==> src/rtl/ea_pkg.sv <==
package ea_pkg;

    parameter int ADDR_W      = 32;
    parameter int IMM_W       = 16;
    parameter int SHORT_IMM_W = 10;
    parameter int SCALE_W     = 2;
    localparam int NUM_SCALES = 1 << SCALE_W;

    typedef enum logic [1:0] {
        AM_IMM  = 2'b00,
        AM_BOFS = 2'b01,
        AM_BIDX = 2'b10,
        AM_BSCL = 2'b11
    } ea_mode_t;

    typedef struct packed {
        ea_mode_t              mode;
        logic [ADDR_W-1:0]     base;
        logic [ADDR_W-1:0]     index;
        logic [IMM_W-1:0]      imm;
        logic                  wide;
        logic [SCALE_W-1:0]    scale;
    } ea_req_t;

    typedef struct packed {
        logic [ADDR_W-1:0] lhs;
        logic [ADDR_W-1:0] rhs;
    } ea_opnd_t;

    // Zero-extend the immediate; a narrow field keeps only its low bits.
    function automatic logic [ADDR_W-1:0] zext_imm(input logic [IMM_W-1:0] imm,
                                                   input logic wide);
        logic [ADDR_W-1:0] v;
        v = '0;
        v[IMM_W-1:0] = imm;
        if (!wide) v[ADDR_W-1:SHORT_IMM_W] = '0;
        return v;
    endfunction

    // Offset for register-plus-immediate: always the full field, unsigned.
    function automatic logic [ADDR_W-1:0] zext_ofs(input logic [IMM_W-1:0] imm);
        logic [ADDR_W-1:0] v;
        v = '0;
        v[IMM_W-1:0] = imm;
        return v;
    endfunction

endpackage

==> src/rtl/ea_operand_sel.sv <==
module ea_operand_sel
    import ea_pkg::*;
(
    input  ea_req_t  req,
    output ea_opnd_t opnd
);

    logic [ADDR_W-1:0] shifted [NUM_SCALES];
    logic [ADDR_W-1:0] scaled_idx;

    // One candidate per shift amount; the scale field picks one.
    for (genvar g = 0; g < NUM_SCALES; g++) begin : g_shift
        assign shifted[g] = req.index << g;
    end

    assign scaled_idx = shifted[req.scale];

    always_comb begin
        unique case (req.mode)
            AM_IMM: begin
                opnd.lhs = '0;
                opnd.rhs = zext_imm(req.imm, req.wide);
            end
            AM_BOFS: begin
                opnd.lhs = req.base;
                opnd.rhs = zext_ofs(req.imm);
            end
            AM_BIDX: begin
                opnd.lhs = req.base;
                opnd.rhs = req.index;
            end
            default: begin
                opnd.lhs = req.base;
                opnd.rhs = scaled_idx;
            end
        endcase
    end

endmodule

==> src/rtl/ea_adder.sv <==
module ea_adder #(
    parameter int W = 32
) (
    input  logic [W-1:0] a,
    input  logic [W-1:0] b,
    output logic [W-1:0] sum
);

    // Modulo 2^W: carry out is dropped.
    assign sum = a + b;

endmodule

==> src/rtl/ea_out_stage.sv <==
module ea_out_stage #(
    parameter int W = 32
) (
    input  logic         clk,
    input  logic         rst,
    input  logic         d_vld,
    input  logic [W-1:0] d_addr,
    output logic         q_vld,
    output logic [W-1:0] q_addr
);

    always_ff @(posedge clk) begin
        if (rst) begin
            q_vld  <= 1'b0;
            q_addr <= '0;
        end else begin
            q_vld <= d_vld;
            if (d_vld) q_addr <= d_addr;
        end
    end

endmodule

==> src/rtl/ea_gen.sv <==
module ea_gen
    import ea_pkg::*;
(
    input  logic                clk,
    input  logic                rst,
    input  logic                in_vld,
    input  logic [1:0]          in_mode,
    input  logic [ADDR_W-1:0]   in_base,
    input  logic [ADDR_W-1:0]   in_index,
    input  logic [IMM_W-1:0]    in_imm,
    input  logic                in_imm_wide,
    input  logic [SCALE_W-1:0]  in_scale,
    output logic                out_vld,
    output logic [ADDR_W-1:0]   out_addr
);

    ea_req_t           req;
    ea_opnd_t          opnd;
    logic [ADDR_W-1:0] sum;

    always_comb begin
        req.mode  = ea_mode_t'(in_mode);
        req.base  = in_base;
        req.index = in_index;
        req.imm   = in_imm;
        req.wide  = in_imm_wide;
        req.scale = in_scale;
    end

    ea_operand_sel u_sel (
        .req  (req),
        .opnd (opnd)
    );

    ea_adder #(.W(ADDR_W)) u_add (
        .a   (opnd.lhs),
        .b   (opnd.rhs),
        .sum (sum)
    );

    ea_out_stage #(.W(ADDR_W)) u_out (
        .clk    (clk),
        .rst    (rst),
        .d_vld  (in_vld),
        .d_addr (sum),
        .q_vld  (out_vld),
        .q_addr (out_addr)
    );

endmodule

==> config.mk <==
export PLATFORM = sky130hd
export DESIGN_NAME = ea_gen
export DESIGN_NICKNAME = d
export VERILOG_FILES = /design/src/rtl/ea_pkg.sv /design/src/rtl/ea_operand_sel.sv /design/src/rtl/ea_adder.sv /design/src/rtl/ea_out_stage.sv /design/src/rtl/ea_gen.sv
export SDC_FILE = /design/constraint.sdc
export NUM_CORES = 1
export LEC_CHECK = 0
export ABC_AREA = 1
export ABC_CLOCK_PERIOD_IN_PS = 2840
export CAP_MARGIN = 30
export CORE_UTILIZATION = 35
export CTS_CLUSTER_SIZE = 25
export DETAILED_ROUTE_END_ITERATION = 8
export REMOVE_ABC_BUFFERS = 1
export SETUP_SLACK_MARGIN = 0.15
export SLEW_MARGIN = 20
export SYNTH_ARGS = -nofsm -noshare
export SYNTH_HDL_FRONTEND = slang
export SYNTH_HIERARCHICAL = 1
export SYNTH_SLANG_ARGS = --single-unit
==> constraint.sdc <==
create_clock -name clk -period 2.84 [get_ports clk]
set_input_delay 0.852 -clock clk [delete_from_list [all_inputs] [get_ports clk]]
set_output_delay 0.852 -clock clk [all_outputs]
set_load 0.005 [all_outputs]
## Word-level counts from Yosys, hierarchy flattened

Index checks and enable logic that the tools add are counted.

| storage, ports and cells | value |
|---|---|
| bits in registers | 33 |
| input bits | 88 |
| output and inout bits | 33 |

| cells by class | value |
|---|---|
| add/subtract/negate cells | 1 |
| order comparisons | 1 |
| equal/unequal tests | 2 |
| muxes and demuxes | 5 |
| bitwise gates (word level) | 1 |
| reductions and logical operators | 1 |

Operators by type and width:

| operator | number |
|---|---|
| $pmux 64 s3 | 1 |
| $bmux 32 s2 | 1 |
| $mux 32 | 2 |
| $add 32x32->32 | 1 |
| $mux 6 | 1 |
| $ge 3x3->1 const B | 1 |
| $not 2->3 | 1 |
| $eq 2x1->1 const B | 1 |
| $eq 2x2->1 const B | 1 |
| $logic_not 2->1 | 1 |

## Logic depth before layout (Yosys ltp)

Gate-level depths: netlist of run 1.

| logic depth | value |
|---|---|
| word-level depth | 6 |
| mapped depth | 22 |
| depth with buffers taken out | 20 |

## By module

The synthesis of run 1 kept the hierarchy.

By module, submodules not included:

| module | instances | cells each | area each (um^2) | sequential area each (um^2) |
|---|---|---|---|---|
| ea_adder | 1 | 494 | 2384.8 | 0.0 |
| ea_operand_sel | 1 | 355 | 1461.4 | 0.0 |
| ea_out_stage | 1 | 206 | 1352.5 | 660.6 |

## Least setup slack after synthesis of run 1

OpenSTA, ideal clock, no wires.

| path | value |
|---|---|
| path kind | input-to-reg |
| start point | input in_mode[1] |
| end point | register u_out.q_addr[28] |
| arrival time | 2.908 ns |
| required time | 2.727 ns |
| slack | -0.181 ns |
| cell stages on the path | 20 |
| path buffers | 2 |
| cell sequence | buf_4 > nor2_1 > buf_2 > nor2_1 > ha_1 > fa_1 > nand3_1 > nand3_2 > nand2_1 > nand2_2 > nand2_1 > nand2_2 > nand2_1 > nand2_1 > nand2_1 > nand2_1 > inv_1 > nand2_1 > nand2_1 > nor2_1 |

RTL lines:

| what | RTL line | source |
|---|---|---|
| start: declaration | ea_gen.sv:7 | `input logic [1:0] in_mode,` |
| end signal: assignment | ea_out_stage.sv:18 | `if (d_vld) q_addr <= d_addr;` |
| end: declaration | ea_out_stage.sv:9 | `output logic [W-1:0] q_addr` |

==> impl_metrics.ini, run 1 <==
[power_and_ir_drop]
pwr-share-clk = 0.179
intPower_w = 0.00175
switching_share = 0.395
comb_power_share = 0.635
p_switching_w = 0.00114
vdd_drop_max_mv = 0.200
seqPwrFrac = 0.186
powerDensity_mw_per_mm2 = 321
power.leakage_nw = 4.98

[sta]
max_slew_margin = 0.660
post-route-period-util = 0.963
hold_viol = 0
grt_setup_unrepaired = yes
final.setup.tns_ns = 0
min_period_ns = 2.74
slew_violations = 0
skew_ns = 0
setup_viol_count_final = 0
fmax_mhz = 366
tightestPinTransition_ns = 0.510

[critical_path]
cp.depth = 23
reg2reg_depth = 2
endpoint = u_out/q_addr[25]
cp_common_cell = nand2_1
critPathLaunchType = primary input
worst_path_dominant_cell_family = simple AND/OR/NAND/NOR gates
r2r-start = u_out/q_addr[6]
crit_slowest_cell = ha_4
criticalPathCategory = primary input to register
crit_chain = buf_8 > nand2_4 > nor2_4 > buf_4 > buf_12 > nand2_1 > nand3b_1 > ha_4 > buf_6 > nand2_2 > nand2_1 > nand2_1 > nand2_1 > nand2_1 > nand3_2 > nand2_2 > nand3_2 > nand2_1 > nand2_1 > inv_1 > nand2_1 > nand2_1 > nor2_1
critical_path_required_ns = 3.00
r2r_end = u_out/q_addr[6]
cp-startpoint = in_mode[0]
crit_fanout = 7
worstPathArrival_ns = 2.90
reg2reg_setup_slack_ns = 2.27
critPathBufInv = 5
critPathCaptureType = register
cpPeakStageDelay_ns = 0.26

[clocking]
clk_pin_slew_ns = 0.05
cts.sinks = 33
h-tree-depth = 2
cts_tree = built
numCtsBuffers = 5
clockRootBuffer = clkbuf_16
clock_path_buffers = 2
insertion_delay_ns = 0.27

[yosys]
synth.distinct_cells = 30
ys_ff_latch = 33
ys.flop_type = dfxtp_1
synth-edff-count = 0
synthCells = 1055
synth_area_per_cell_um2 = 4.93
yosys_warnings = 6
async_reset_ff_frac = 0
yosysSeqAreaShare = 0.127
mappedNetlistArea_mm2 = 0.00520

[floorplanning]
rows = 44
die_h_um = 124
initial_core_util = 0.358
core_mm2 = 0.0145
top_level_ports = 121
die_area_mm2 = 0.0153
die_x_um = 124

[place]
placed_cell_area_mm2 = 0.00707
dp_hpwl_mm = 12.3
placedCellCount = 1407
gp_congestion = 0.891
io_buffers = 120

[detailed_routing]
dr.pass1.iters = 4
wl_per_cell_um = 12.1
ant_nets = 0
initialDrtViolationCount = 243
vias = 6614
drcViolationCount = 0
routed_wirelength_mm = 17.6
viasPerCell = 4.56

[grt]
grt_util_all_layers = 0.227
grt_pass1_vias = 6076
antenna_found_initial = 0
grt_overflow = 0
grt_pass1_wl_mm = 27.9
grt_max_degree = 33

[final_layout]
drive_above_1_share = 0.317
num_antenna_cells = 0
num-nets-final = 1388
layout.cells.non_filler = 1452
design_area_mm2 = 0.00899
syn_to_final_growth_pct = 73.0

[min_path]
hold_path_class = register to register
min-delay-start = u_out/q_addr[26]

[job]
cap_violations = 0

[run_status]
status = complete, no violations
[final cells by class]
| class | instances | area [um^2] |
|---|---|---|
| well taps | 184 | 230 |
| multi-input cells | 773 | 4820 |
| fillers | 1367 | 5540 |
| repair buffers | 235 | 2310 |
| flip-flops and latches | 33 | 661 |
| inverters | 220 | 833 |
| clock buffers | 7 | 143 |
[stage by stage]
stage | power (W) | utilization | setup WS (ns) | hold WS [ns]
2_1_floorplan | 0.00127 | - | -0.751 | 0.466
3_3_place_gp | 0.00187 | 0.487 | -0.770 | 0.456
3_5_place_dp | 0.00188 | 0.487 | -0.792 | 0.462
4_1_cts | 0.00274 | 0.584 | 0.116 | 0.464
5_1_grt | 0.00312 | 0.619 | -0.0430 | 0.490
6_report | 0.00289 | 0.619 | 0.105 | 0.458
[cell usage after synthesis (all sizes together), types with 2 or more instances]
cell type,number,area share
dfxtp,33,0.13
o21bai,2,0.0029
inv,220,0.16
a21oi,20,0.020
buf,27,0.033
xor2,14,0.024
xnor2,2,0.0034
nand3,66,0.067
clkbuf,2,0.0017
nand4,3,0.0036
o21ai,30,0.029
ha,31,0.075
or2,2,0.0029
nor2,160,0.12
nand2,434,0.32
nor3,5,0.0067
[what timing repair did]
| action | CTS | global route |
|---|---|---|
| gates cloned | 6 | 2 |
| pin swaps | 99 | 104 |
| setup endpoints to repair | 30 | 28 |
| buffers inserted | 26 | 4 |
| endpoints found under the hold margin | 0 | 0 |
| gates resized for setup | 287 | 120 |
| hold buffers | 0 | 0 |
[logic make-up after synthesis]
kind of cell             Yosys count  synth area share
AO/OA/AOI/OAI                     54            0.0546
XOR/XNOR                          16            0.0270
adder cells (fa/ha/maj)           32            0.0785
buffers and inverters            249             0.193
flip-flops                        33             0.127
AND/OR/NAND/NOR                  671             0.520
[per-layer routing]
metal  vias up  global-route usage  part of all wire
met5         -                   0                 0
met4         0              0.0565             0.016
met3        21             0.00916             0.040
met2       170               0.382              0.48
met1      2897               0.316              0.46
li1       3526                   -                 -
[registers in the layout, indices dropped and copies added, names as in the netlist]
| signal | count |
|---|---|
| u_out/q_addr | 32 |
| u_out/q_vld | 1 |
[worst reg2reg max path: cells and delay by family (launching register included)]
kind / cells / cell delay, ns
flip-flops: 1 / 0.31
AND/OR/NAND/NOR: 2 / 0.15
[power groups by stage]
stage	Clock (W)	Combinational (W)	Sequential, W
floorplan	0	0.000721	0.000552
global placement	0	0.00133	0.000547
detailed placement	0	0.00133	0.000548
CTS	0.000534	0.00167	0.000539
global route	0.000561	0.00202	0.000543
finish	0.000517	0.00183	0.000538
[cell usage in the layout, fill, tap and decap left out, types with 2 or more instances in the layout]
cell type / Yosys / final
nand2_1: 419 / 341
inv_1: 214 / 200
nor2_1: 157 / 116
buf_4: 4 / 84
clkdlybuf4s50_1: 0 / 82
nand2_2: 15 / 66
nand3_2: 4 / 42
dfxtp_1: 33 / 33
nor2_2: 3 / 31
ha_4: 0 / 31
dlygate4sd2_1: 0 / 29
nand2_4: 0 / 26
nand3_1: 62 / 23
buf_6: 4 / 18
inv_2: 6 / 17
a21oi_2: 1 / 17
o21ai_1: 0 / 14
nor2_4: 0 / 13
o21ai_2: 0 / 13
xor2_1: 14 / 11
clkbuf_16: 0 / 7
buf_16: 0 / 5
buf_12: 0 / 5
buf_8: 0 / 4
nor3_2: 2 / 4
buf_2: 19 / 3
inv_4: 0 / 3
nand4_1: 3 / 3
xor2_2: 0 / 3
dlymetal6s2s_1: 0 / 2
a21oi_1: 19 / 2
xnor2_1: 2 / 2
o21bai_1: 2 / 2
o21ai_4: 0 / 2
[how the worst min path moves through the flow]
stage	end	cells past startpoint
floorplan	u_out/q_addr[0]	2
detailed placement	u_out/q_addr[3]	2
CTS	u_out/q_addr[30]	2
global placement	u_out/q_addr[24]	2
finish	u_out/q_addr[26]	2
global route	u_out/q_addr[1]	2
Note: power is estimated with default switching activity, not from simulation.
==> run 2: changes to the inputs <==
- CORE_MARGIN: unset -> 2
==> impl_metrics.ini, run 2 (same netlist as run 1, synthesis figures left out) <==
[run_status]
status = complete, no violations

[power_and_ir_drop]
vdd_drop_max_mv = 0.211
power.leakage_nw = 5.08
powerDensity_mw_per_mm2 = 325
finalPower_w = 0.00293

[grt]
antenna_found_initial = 0
grt_util_all_layers = 0.211
grt_pass1_wl_mm = 28.3
met2_usage = 0.357
grt_max_degree = 43
top_usage_layer = met2
grt_overflow = 0
use_met1 = 0.291
use_met3 = 0.0140
grt_pass1_vias = 6177

[detailed_routing]
ant_nets = 0
vias = 6622
wl_per_cell_um = 12.3
dr.pass1.iters = 5
drcViolationCount = 0
initialDrtViolationCount = 371
viasPerCell = 4.61
routed_wirelength_mm = 17.7

[critical_path]
r2r_end = u_out/q_addr[2]
cp-startpoint = in_mode[0]
reg2reg_depth = 2
critPathLaunchType = primary input
reg2reg_setup_slack_ns = 2.27
worstPathArrival_ns = 2.92
crit_fanout = 6
critPathCaptureType = register
critical_path_required_ns = 3.05
criticalPathCategory = primary input to register
r2r-start = u_out/q_addr[2]

[sta]
post-route-period-util = 0.954
grt_setup_unrepaired = yes
min_period_ns = 2.71
max_slew_margin = 0.707
setup_viol_count_final = 0
slew_violations = 0
hold_viol = 0
hold_ws_ns = 0.466
fmax_mhz = 369
tightestPinTransition_ns = 0.439
skew_ns = 0

[floorplanning]
core_mm2 = 0.0145
die_area_mm2 = 0.0158
die_x_um = 126
top_level_ports = 121
initial_core_util = 0.358
rows = 44
die_h_um = 126

[job]
cap_violations = 0

[clocking]
clk_pin_slew_ns = 0.05
clock_path_buffers = 2
clockRootBuffer = clkbuf_16
cts.sinks = 33
insertion_delay_ns = 0.27
h-tree-depth = 2
numCtsBuffers = 5
cts_tree = built

[final_layout]
drive_above_1_share = 0.323
syn_to_final_growth_pct = 73.5
largest_reg_flops = 32
num-nets-final = 1371
reg.largest.list = u_out/q_addr: 32 flops, u_out/q_vld: 1 flops
n_fill_cell = 1384
mostFrequentLayoutCells = nand2_1 (330), inv_1 (197), nor2_1 (119)
num_antenna_cells = 0
final_common_cell = nand2_1
regMostFlops = u_out/q_addr

[min_path]
hold_end = u_out/q_addr[26]
min-delay-start = u_out/q_addr[26]
hold_depth = 2
hold_path_class = register to register

[place]
gp_congestion = 0.924
io_buffers = 120
dp_hpwl_mm = 12.3
-- run 2: cell types whose count changed in the layout (fill, tap and decap cells not counted), sizes merged --
cell / previous run / this run
buf: 119 / 103
clkbuf: 9 / 8
dlygate4sd2: 29 / 24
dlymetal6s2s: 2 / 13
clkdlybuf4s50: 82 / 76
-- run 2: critical path, stage by stage --
cell and delay [ns]:
buf_8 0.11, nor2_1 0.09, buf_4 0.18, nor2_2 0.05, nor2_2 0.14, nand3_2 0.13, ha_4 0.33, nand2_2 0.05
inv_2 0.08, nand2_4 0.06, inv_2 0.08, buf_4 0.12, nand2_1 0.04, nor2_1 0.09, nand2_1 0.10, nand3_2 0.06
nand2_1 0.06, nand2_2 0.07, inv_1 0.04, nand2_1 0.04, nand2_1 0.04, nor2_1 0.08
-- run 2: per-layer routing --
layer | wire length, um | vias up | part of all wire
li1 | - | 3493 | -
met5 | 0 | - | 0
met2 | 8560 | 170 | 0.48
met1 | 8170 | 2935 | 0.46
met4 | 249 | 0 | 0.014
met3 | 675 | 24 | 0.038
-- run 2: layout make-up --
type                       count  area (um^2)  share of cell area
sequential                    33          661              0.0733
inverter                     220          833              0.0924
clock buffer                   7          143              0.0158
tap                          184          230              0.0255
multi-input combinational    773         5000               0.555
timing repair buffer         218         2150               0.238
-- run 2: report_power, final --
part / total (W) / internal, W / switching, W
Clock: 0.000521 / 0.000343 / 0.000177
Combinational: 0.00187 / 0.000891 / 0.000981
Sequential: 0.000540 / 0.000514 / 0.0000252
Total: 0.00293 / 0.00175 / 0.00118
-- run 2: worst max-delay path by stage --
stage                        to  cells past startpoint  slack [ns]
2_1_floorplan  u_out/q_addr[28]                     18       -0.75
3_3_place_gp   u_out/q_addr[27]                     21       -0.73
3_5_place_dp   u_out/q_addr[28]                     21       -0.76
4_1_cts        u_out/q_addr[12]                     19        0.13
5_1_grt        u_out/q_addr[14]                     19       -0.04
6_report       u_out/q_addr[25]                     22        0.13
-- run 2: per-stage QoR --
stage | setup slack, ns | cells | area, um^2 | util | TNS, ns
finish | 0.131 | 1435 | 9020 | 0.620 | 0
detailed placement | -0.764 | 1404 | 7020 | 0.483 | -19.05
global route | -0.0440 | 1435 | 9020 | 0.620 | -0.108
global placement | -0.732 | 1404 | 7020 | 0.483 | -18.21
floorplan | -0.751 | 1026 | 5020 | - | -15.16
CTS | 0.130 | 1427 | 8240 | 0.567 | 0
-- run 2: timing repair --
action | in CTS | in global routing
setup endpoints to repair | 30 | 26
hold buffers | 0 | 0
buffers inserted | 11 | 7
gates resized for setup | 267 | 196
cloned | 5 | 1
pin swaps | 91 | 109
==> run 3: changes to the inputs <==
- CORE_UTILIZATION: 35 -> 47
- PLACE_DENSITY: unset -> 0.79
- SLEW_MARGIN: 20 -> 15
==> impl_metrics.ini, run 3 (same netlist as run 1, synthesis figures left out) <==
[run_status]
status = complete, but fails checks
violations = setup timing

[floorplanning]
rows = 38
die_area_mm2 = 0.0119
die_h_um = 109
initial_core_util = 0.482
die_x_um = 109
core_mm2 = 0.0108
top_level_ports = 121

[sta]
fin_ws_ns = -0.123
max_slew_margin = 0.775
post-route-period-util = 1.04
skew_ns = 0
min_period_ns = 2.96
fmax_mhz = 337
hold_viol = 0
tightestPinTransition_ns = 0.337
grt_setup_unrepaired = yes
hold_ws_ns = 0.459
setup_viol_count_final = 7
slew_violations = 0
final.setup.tns_ns = -0.421

[power_and_ir_drop]
vdd_drop_max_mv = 0.278
power.leakage_nw = 5.15
powerDensity_mw_per_mm2 = 327

[critical_path]
worst_path_dominant_cell_family = simple AND/OR/NAND/NOR gates
critPathLaunchType = primary input
criticalPathCategory = primary input to register
worstPathArrival_ns = 3.17
reg2reg_depth = 2
crit_fanout = 6
critPathBufInv = 6
crit_chain = clkdlybuf4s15_1 > nor2_2 > buf_6 > nor2_2 > nor2_1 > nand3_2 > ha_4 > nand2_2 > inv_2 > nand2_2 > inv_2 > buf_6 > nand2_2 > nor2_2 > nand2_2 > nand3_1 > nand2_1 > nand2_1 > inv_1 > nand2_1 > nand2_1 > nor2_1
cp.depth = 22
critPathCaptureType = register
critical_path_required_ns = 3.05
cpPeakStageDelay_ns = 0.33
crit_slowest_cell = ha_4

[detailed_routing]
wl_per_cell_um = 18.3
drcViolationCount = 0
routed_wirelength_mm = 25.7
ant_nets = 0
viasPerCell = 5.89
initialDrtViolationCount = 1256
vias = 8254
dr.pass1.iters = 8

[clocking]
cts.sinks = 33
insertion_delay_ns = 0.29
clockRootBuffer = clkbuf_8
cts_hold_buf = 0
h-tree-depth = 2
cts_tree = built
clock_path_buffers = 2
clk_pin_slew_ns = 0.06
numCtsBuffers = 5

[final_layout]
largest_reg_flops = 32
final_common_cell = nand2_1
mostFrequentLayoutCells = nand2_1 (310), inv_1 (189), nor2_1 (101)
fin_util = 0.846
regMostFlops = u_out/q_addr
syn_to_final_growth_pct = 75.7
reg.largest.list = u_out/q_addr: 32 flops, u_out/q_vld: 1 flops
drive_above_1_share = 0.362
num-nets-final = 1382
num_antenna_cells = 0

[grt]
grt_pass1_vias = 6416
grt_max_degree = 66
grt_overflow = 0
grt_pass1_wl_mm = 29.1
grt_util_all_layers = 0.301
antenna_found_initial = 0

[min_path]
hold_path_class = register to register
hold_depth = 2

[place]
io_buffers = 120
gp_congestion = 0.955
dp_hpwl_mm = 11.7
post-place-ws_ns = -0.703

[job]
cap_violations = 0
==> run 3: cell types whose count changed in the layout (fill, tap and decap cells not counted), moves of 3 or more <==
cell and delta:
nand2_2 +21, dlygate4sd2_1 -5, inv_1 -8, clkbuf_8 +5
nor2_2 +15, nor2_4 +3, buf_4 +4, inv_2 +5
buf_6 +3, nand2_1 -20, nor2_1 -18, buf_8 -3
dlymetal6s2s_1 +7
==> run 3: timing repair <==
action                     4_1_cts  5_1_grt
setup endpoints to repair       30       28
pin swaps                       93      149
cloned                           4        5
buffers inserted                 7       15
gates resized for setup        263      237
==> run 3: metrics by stage <==
step / instances / area (um^2) / power, W
final: 1402 / 9140 / 0.00299
after global routing: 1402 / 9140 / 0.00313
after CTS: 1382 / 8140 / 0.00253
after detailed placement: 1364 / 7010 / 0.00188
after global placement: 1364 / 7010 / 0.00186
after floorplan: 1026 / 5020 / 0.00127
==> run 3: path summary, 6_finish.rpt <==
kind	endpoint	startpoint	slack [ns]
setup / recovery	u_out/q_addr[25]	in_imm_wide	-0.12
hold / removal	u_out/q_addr[9]	u_out/q_addr[9]	0.46
setup reg to reg	u_out/q_addr[25]	u_out/q_addr[25]	2.08
hold reg to reg	u_out/q_addr[9]	u_out/q_addr[9]	0.46
==> run 3: layout make-up <==
| class | count | area, um^2 |
|---|---|---|
| clock buffers | 7 | 86.3 |
| fillers | 564 | 1660 |
| inverters | 220 | 843 |
| multi-input cells | 773 | 5050 |
| flip-flops and latches | 33 | 661 |
| well taps | 140 | 175 |
| repair buffers | 229 | 2320 |
==> run 3: report_power, final <==
part,internal (W),switching [W]
registers,0.000513,0.0000257
clock network,0.000192,0.000161
logic,0.000936,0.00116
total,0.00164,0.00135
==> run 3: per-layer routing <==
layer	track usage	share of wire
met4	0.0995	0.095
met5	0	0
met2	0.524	0.46
met1	0.385	0.34
met3	0.0335	0.11
==> run 3: worst reg2reg max path, cell delays in order (launching register included) <==
cell     delay (ns)
dfxtp_1        0.43
nor2_1         0.09
nor2_1         0.16
